==> config.mk <==
export PLATFORM = sky130hd
export DESIGN_NAME = drive_guard
export DESIGN_NICKNAME = d
export VERILOG_FILES = /design/src/rtl/drive_guard_pkg.sv /design/src/rtl/dg_supply_gate.sv /design/src/rtl/dg_cmd_watch.sv /design/src/rtl/dg_stall_guard.sv /design/src/rtl/drive_guard.sv
export SDC_FILE = /design/constraint.sdc
export NUM_CORES = 1
export LEC_CHECK = 0
export BUFFER_PORTS_ARGS = -buffer_cell sky130_fd_sc_hd__buf_2
export CAP_MARGIN = 15
export CORE_MARGIN = 2
export CORE_UTILIZATION = 60
export DETAILED_ROUTE_END_ITERATION = 7
export GPL_TIMING_DRIVEN = 1
export PLACE_DENSITY_LB_ADDON = 0.15
export SLEW_MARGIN = 5
export SYNTH_ARGS = -nofsm -noshare
export SYNTH_HDL_FRONTEND = slang
export SYNTH_SLANG_ARGS = --single-unit
==> constraint.sdc <==
create_clock -name clk -period 2.74 [get_ports clk]
set_input_delay 0.685 -clock clk [delete_from_list [all_inputs] [get_ports clk]]
set_output_delay 0.685 -clock clk [all_outputs]
set_load 0.05 [all_outputs]
==> src/rtl/drive_guard_pkg.sv <==
package drive_guard_pkg;
  typedef struct packed {
    logic supply;    // bit 2
    logic clk_lost;  // bit 1
    logic stall;     // bit 0
  } fault_t;
endpackage

==> src/rtl/dg_supply_gate.sv <==
module dg_supply_gate (
  input  logic clk,
  input  logic rst_n,
  input  logic uv_trip_i,
  input  logic uv_ok_i,
  output logic supply_ok_o
);
  logic ok_q, ok_d;

  always_comb begin
    ok_d = ok_q;
    if (uv_trip_i)    ok_d = 1'b0;
    else if (uv_ok_i) ok_d = 1'b1;
  end

  always_ff @(posedge clk or negedge rst_n) begin
    if (!rst_n) ok_q <= 1'b0;
    else        ok_q <= ok_d;
  end

  assign supply_ok_o = ok_q;
endmodule

==> src/rtl/dg_cmd_watch.sv <==
module dg_cmd_watch #(
  parameter int unsigned LOSS_TICKS  = 1_000_000,
  parameter int unsigned SYNC_STAGES = 2
) (
  input  logic clk,
  input  logic rst_n,
  input  logic run_i,
  input  logic cmd_clk_i,
  output logic lost_o
);
  localparam int unsigned CW = $clog2(LOSS_TICKS + 1);
  localparam logic [CW-1:0] LAST = CW'(LOSS_TICKS - 1);

  logic [SYNC_STAGES-1:0] sync_q, sync_d;
  logic                   prev_q;
  logic                   edge_seen;
  logic [CW-1:0]          cnt_q, cnt_d;
  logic                   lost_q, lost_d;

  assign sync_d    = {sync_q[SYNC_STAGES-2:0], cmd_clk_i};
  assign edge_seen = sync_q[SYNC_STAGES-1] & ~prev_q;

  always_comb begin
    cnt_d  = cnt_q;
    lost_d = lost_q;
    if (!run_i || edge_seen) begin
      cnt_d  = '0;
      lost_d = 1'b0;
    end else if (!lost_q) begin
      if (cnt_q == LAST) lost_d = 1'b1;
      else               cnt_d  = cnt_q + 1'b1;
    end
  end

  always_ff @(posedge clk or negedge rst_n) begin
    if (!rst_n) begin
      sync_q <= '0;
      prev_q <= 1'b0;
      cnt_q  <= '0;
      lost_q <= 1'b0;
    end else begin
      sync_q <= sync_d;
      prev_q <= sync_q[SYNC_STAGES-1];
      cnt_q  <= cnt_d;
      lost_q <= lost_d;
    end
  end

  assign lost_o = lost_q;
endmodule

==> src/rtl/dg_stall_guard.sv <==
module dg_stall_guard #(
  parameter int unsigned STALL_TICKS = 50_000_000,
  parameter int unsigned CLEAR_TICKS = 100_000
) (
  input  logic clk,
  input  logic rst_n,
  input  logic active_i,
  input  logic lock_i,
  output logic stall_o
);
  localparam int unsigned SW = $clog2(STALL_TICKS + 1);
  localparam int unsigned KW = $clog2(CLEAR_TICKS + 1);
  localparam logic [SW-1:0] STALL_LAST = SW'(STALL_TICKS - 1);
  localparam logic [KW-1:0] CLEAR_LAST = KW'(CLEAR_TICKS - 1);

  logic [SW-1:0] tmr_q, tmr_d;
  logic [KW-1:0] hold_q, hold_d;
  logic          stall_q, stall_d;

  always_comb begin
    tmr_d   = tmr_q;
    hold_d  = hold_q;
    stall_d = stall_q;
    // constraint timer: restart on lock, advance only in active state
    if (lock_i) begin
      tmr_d = '0;
    end else if (active_i && !stall_q) begin
      if (tmr_q == STALL_LAST) stall_d = 1'b1;
      else                     tmr_d   = tmr_q + 1'b1;
    end
    // clear counter: consecutive stop/brake cycles
    if (active_i) begin
      hold_d = '0;
    end else if (hold_q == CLEAR_LAST) begin
      stall_d = 1'b0;
      tmr_d   = '0;
    end else begin
      hold_d = hold_q + 1'b1;
    end
  end

  always_ff @(posedge clk or negedge rst_n) begin
    if (!rst_n) begin
      tmr_q   <= '0;
      hold_q  <= '0;
      stall_q <= 1'b0;
    end else begin
      tmr_q   <= tmr_d;
      hold_q  <= hold_d;
      stall_q <= stall_d;
    end
  end

  assign stall_o = stall_q;
endmodule

==> src/rtl/drive_guard.sv <==
module drive_guard #(
  parameter int unsigned STALL_TICKS = 50_000_000,
  parameter int unsigned CLEAR_TICKS = 100_000,
  parameter int unsigned LOSS_TICKS  = 1_000_000,
  parameter int unsigned SYNC_STAGES = 2
) (
  input  logic       clk,
  input  logic       rst_n,
  input  logic       run_i,
  input  logic       brake_i,
  input  logic       lock_i,
  input  logic       cmd_clk_i,
  input  logic       uv_trip_i,
  input  logic       uv_ok_i,
  output logic       drive_en_o,
  output logic       brake_en_o,
  output logic [2:0] fault_o
);
  import drive_guard_pkg::*;

  logic   supply_ok;
  logic   clk_lost;
  logic   stalled;
  logic   active;
  fault_t flt;
  logic   drive_q, drive_d;
  logic   brake_q, brake_d;

  assign active = run_i & ~brake_i;

  dg_supply_gate u_supply (
    .clk(clk), .rst_n(rst_n),
    .uv_trip_i(uv_trip_i), .uv_ok_i(uv_ok_i),
    .supply_ok_o(supply_ok)
  );

  dg_cmd_watch #(.LOSS_TICKS(LOSS_TICKS), .SYNC_STAGES(SYNC_STAGES)) u_watch (
    .clk(clk), .rst_n(rst_n),
    .run_i(run_i), .cmd_clk_i(cmd_clk_i),
    .lost_o(clk_lost)
  );

  dg_stall_guard #(.STALL_TICKS(STALL_TICKS), .CLEAR_TICKS(CLEAR_TICKS)) u_stall (
    .clk(clk), .rst_n(rst_n),
    .active_i(active), .lock_i(lock_i),
    .stall_o(stalled)
  );

  always_comb begin
    flt.supply   = ~supply_ok;
    flt.clk_lost = clk_lost;
    flt.stall    = stalled;
  end

  always_comb begin
    drive_d = active & (flt == '0);
    brake_d = brake_i & run_i & supply_ok;
  end

  always_ff @(posedge clk or negedge rst_n) begin
    if (!rst_n) begin
      drive_q <= 1'b0;
      brake_q <= 1'b0;
    end else begin
      drive_q <= drive_d;
      brake_q <= brake_d;
    end
  end

  assign drive_en_o = drive_q;
  assign brake_en_o = brake_q;
  assign fault_o    = flt;
endmodule

## After elaboration in Yosys (flattened, before gate mapping)

Index checks and enable logic that the tools add are counted.

- Output and inout port bits: 5
- Input bits: 8
- Register bits: 71
- Logic and storage cells: 54

- Eq/ne operators: 6
- Add/subtract/negate cells: 3
- Muxes and demuxes: 20
- Bitwise operators: 8
- Reduce and logical (&&, ||, !) cells: 7

Operator list:

| kind | count |
|---|---|
| two-way mux 26 bit | 5 |
| two-way mux 20 bit | 3 |
| two-way mux 17 bit | 2 |
| adder 26 x 1 -> 26 bit, second input constant | 1 |
| equality test 26 bit, second input constant | 1 |
| adder 20 x 1 -> 20 bit, second input constant | 1 |
| equality test 20 bit, second input constant | 1 |
| adder 17 x 1 -> 17 bit, second input constant | 1 |
| equality test 17 bit, second input constant | 1 |
| two-way mux 1 bit | 10 |
| AND 1 bit | 5 |
| inequality test 2 bit, second input constant | 2 |
| logical NOT 3 bit | 1 |
| inverter 1 bit | 3 |
| logical NOT 1 bit | 2 |
| inequality test 2 x 1 -> 1 bit, second input constant | 1 |
| AND reduction 2 bit | 1 |
| nonzero test 2 bit | 1 |
| logical AND 1 bit | 1 |
| logical OR 1 bit | 1 |

## Logic depth before layout (Yosys ltp)

- Depth in word-level cells: 7
- Depth in mapped cells: 8
- Gate-level depth less buffers: 6

## By module

Synthesis repeated with hierarchy kept, for this count alone.

- Cell total of the unflattened synthesis: 378
- Area, all modules: 3,768.6 um2

Modules (own cells, without submodules):

| module | area each (um2) | cells an instance | seq. area each (um2) | times used |
|---|---|---|---|---|
| dg_stall_guard | 2,373.5 | 238 | 1,101.1 | 1 |
| dg_cmd_watch | 1,262.5 | 129 | 600.6 | 1 |
| drive_guard | 97.6 | 9 | 50.0 | 1 |
| dg_supply_gate | 35.0 | 2 | 25.0 | 1 |

## Least setup slack after synthesis

Ideal clock, no wire load.

- Path type: in2reg
- From: input port brake_i
- To: register u_stall.tmr_q[24]
- Cell stages on the path: 7
- Data required time: 2.621 ns
- Data arrival time: 1.861 ns
- Setup slack: 0.760 ns
- Path buffers: 2
- Library setup time: 0.119 ns
- Cell sequence: nor3b_1 buf_2 nand4_1 clkbuf_1 nor4_1 xnor2_1 nor2_1

- Word-level cells in the longest chain between the ends: 7

Ends and longest elaborated chain:

| what | line | source |
|---|---|---|
| from (decl) | drive_guard.sv:10 | `input logic brake_i,` |
| inverter 1 bit (*) | drive_guard.sv:29 | `assign active = run_i & ~brake_i;` |
| AND 1 bit (*) | drive_guard.sv:29 |  |
| logical AND 1 bit | dg_stall_guard.sv:27 | `end else if (active_i && !stall_q) begin` |
| two-way mux 26 bit | dg_stall_guard.sv:27 |  |
| two-way mux 26 bit | dg_stall_guard.sv:25 | `if (lock_i) begin` |
| two-way mux 26 bit | dg_stall_guard.sv:34 | `end else if (hold_q == CLEAR_LAST) begin` |
| two-way mux 26 bit (*) | dg_stall_guard.sv:32 | `if (active_i) begin` |
| via u_stall.tmr_d[24] | dg_stall_guard.sv:16 | `logic [SW-1:0] tmr_q, tmr_d;` |
| to (signal assigned) | dg_stall_guard.sv:48 | `tmr_q <= tmr_d;` |
| to (decl) | dg_stall_guard.sv:16 |  |

The timed path passes the listed nets; every way through them passes the cells marked *.
A chain may end at the register's enable or synchronous reset.

## Final worst setup path

- From: register u_stall.hold_q[13]
- To: register u_stall.tmr_q[6]

- Word-level cells in the longest chain between the ends: 3

Ends and longest elaborated chain:

| what | line | source |
|---|---|---|
| from (decl) | dg_stall_guard.sv:17 | `logic [KW-1:0] hold_q, hold_d;` |
| from (signal assigned) | dg_stall_guard.sv:49 | `hold_q <= hold_d;` |
| equality test 17 bit | dg_stall_guard.sv:34 |  |
| two-way mux 26 bit | dg_stall_guard.sv:34 |  |
| two-way mux 26 bit | dg_stall_guard.sv:32 |  |
| via u_stall.tmr_d[6] | dg_stall_guard.sv:16 |  |

The timed path passes the listed nets, and every way through them passes these cells.

==> impl_results.md <==
* Status: finished, final reports clean
* DR WL/cell at 15.0 um
* Pre-CTS setup slack at 420 ps
* Synth warnings at 0
* Syn Nets at 387
* Tmin final at 2190 ps
* Detailed Routing Iterations Pass 1 at 4
* Setup slack after layout at 549 ps
* DRC Markers at 0
* Starting DRT DRC Count at 166
* Final #Nets at 402
* Chip Height at 81.2 um
* Slew margin rel. at 54.9%
* Synthesis-stage register bit count at 71
* Mean post-synth cell area at 9.51 um^2
* R2R depth at 5
* CTS Root Cell: clkbuf_8
* Fin. Hold Viols at 0
* Post-route ant nets at 0
* Final WL at 7.07 mm
* Crit path kind: flop to flop
* IO Port Bufs at 12
* Peak VDD IR at 358 uV
* Number of distinct library cells after synthesis at 40
* Gr usage total at 24.5%
* Arr. time, crit path at 2410 ps
* Final instance area at 0.00391 mm^2
* Vias in the first global route at 2657
* DP Area at 0.00371 mm^2
* Largest net degree at the start of global routing at 72
* RSZ-0062 raised after global routing: false
* Worst Skew at 9.77 ps
* Layout area overhead at 9.23%
* Die area at 0.00660 mm^2
* Post-CTS Setup Inserts at 0
* Io pins at 13
* Clock sink count at 71
* Total power draw at 2.08 mW
* CP endpoint kind: flop
* Fraction of layout cells with a size suffix above 1 at 10.1%
* Final number of setup-violating endpoints at 0
* Reg-to-reg slack, setup at 550 ps
* Tightest Pin Transition at 672 ps
* Post-CTS Hold Buffers at 0
* DP HPWL at 4.77 mm
* Mapped cell area at 0.00358 mm^2
* Core ar. at 0.00585 mm^2
* Leak Pwr at 1.65 nW
* Post-synth ARST share at 100%
* TritonCTS Buffers at 9
* Die Width at 81.2 um
* Worst-path clk slew at 80 ps
* Main synth FF type: dfrtp_1
* Crit path launch type: flop
* Final period util at 80.0%
* Final Util at 66.8%
* FMAX at 456 MHz
* CTS max path bufs at 2
* Worst path required time at 2960 ps
* Clk_lat worst skew at 350 ps
* Hold WC Path Type: input pin to asynchronous set/reset pin
* Post-synth EDFFs at 0
* Htree depth at 3
* Crit path max fanout at 26
* Fin Setup TNS at 0 ps
* Synth Instances at 376
* Most frequent cells in the layout: dfrtp_1, nor2_1, nand3_1, nand2_1, xor2_1
* Most common cell after layout, fill and taps aside: dfrtp_1
* Antenna cells at 0
* First-pass GRT wire length at 12.3 mm
* # rows at 28
* Seq/Total Area, Yosys at 49.7%
* Initial antenna violation count at 0
* MaxCap Viol Count at 0
* TritonCTS clock tree: built
* Routability cong. at 0.779
* Initial Utilization at 61.1%
* Vias/cell at 5.83
* Total of fill cells in the finished design at 467
* Final Slew Violations at 0
* DR vias at 2747
* CTS resizes at 0
* Pwr Density at 531 mW/mm^2
* GRT overflow at 0
[flip-flops by register name, summed over array words and instances (netlist names)]
register	cells
u_stall.stall_o	1
u_stall.hold_q	17
u_watch.prev_q	1
u_stall.tmr_q	26
u_supply.supply_ok_o	1
u_watch.cnt_q	20
u_watch.sync_q	2
drive_en_o	1
u_watch.lost_o	1
brake_en_o	1
[cells by family (layout without fill, tap and decap cells)]
group / after synthesis / after routing / synth area share, %
XOR/XNOR: 45 / 45 / 11.0
AND/OR/NAND/NOR: 202 / 202 / 29.5
AO/OA/AOI/OAI: 32 / 32 / 5.28
multiplexers: 2 / 2 / 0.560
buffers and inverters: 21 / 41 / 2.94
flip-flops: 71 / 71 / 49.7
adder cells (fa/ha/maj): 3 / 3 / 1.05
[synth_stat cells (7+ instances only)]
cell	instances	share of area (%)
nor4_1	13	2.3
xnor2_1	22	5.4
nand3_1	30	4.2
o21ai_0	9	1.3
dfrtp_1	71	50
inv_1	7	0.73
or3_1	8	1.4
and3_1	9	1.6
xor2_1	23	5.6
nor3_1	12	1.7
nor2_1	61	6.4
a21oi_1	13	1.8
nand4_1	14	2.4
nand2_1	30	3.1
[path summary, 6_finish.rpt]
check                                    from              endpoint
min reg2reg                 u_watch.sync_q[1]        u_watch.prev_q
max in group asynchronous               rst_n  u_supply.supply_ok_o
max                        u_stall.hold_q[13]      u_stall.tmr_q[6]
min in group clk            u_watch.sync_q[1]        u_watch.prev_q
min                                     rst_n     u_stall.hold_q[2]
max reg2reg                u_stall.hold_q[13]      u_stall.tmr_q[6]
[critical path, stage by stage (launching register included)]
cell      delay (ps)
dfrtp_1          420
or4b_4           560
nor4_4           620
nand2b_4         100
nand2_4          260
nor3_1           100
[through the flow]
| stage | hold slack, ps | std cells |
|---|---|---|
| finish | 333 | 471 |
| global route | 371 | 471 |
| CTS | 358 | 471 |
| detailed placement | 374 | 455 |
| global placement | 358 | 455 |
| floorplan | 331 | 376 |
[routing by layer]
layer / vias to the layer above / track usage [%] / share of wire [%]
met5: - / 0 / 0
met4: 0 / 8.81 / 1.4
met3: 9 / 6.67 / 3.6
met2: 38 / 38.5 / 47
met1: 1355 / 32.7 / 48
li1: 1345 / - / -
[final cells by class]
| cell class | instances | area (um^2) | area share (%) |
|---|---|---|---|
| clock buffer | 10 | 138 | 3.52 |
| clock inverter | 6 | 60.1 | 1.54 |
| inverter | 7 | 26.3 | 0.672 |
| multi-input combinational | 284 | 1700 | 43.4 |
| sequential | 71 | 1780 | 45.5 |
| tap | 75 | 93.8 | 2.40 |
| timing repair buffer | 18 | 118 | 3.01 |
[power breakdown]
group | total (mW) | internal (mW) | leakage [nW] | switching (mW)
clock | 0.845 | 0.440 | 0.0981 | 0.404
combinational | 0.124 | 0.0413 | 0.576 | 0.0828
sequential | 1.11 | 1.08 | 0.975 | 0.0303
total | 2.08 | 1.56 | 1.65 | 0.518
No activity file was read; power rests on OpenSTA's default activity.
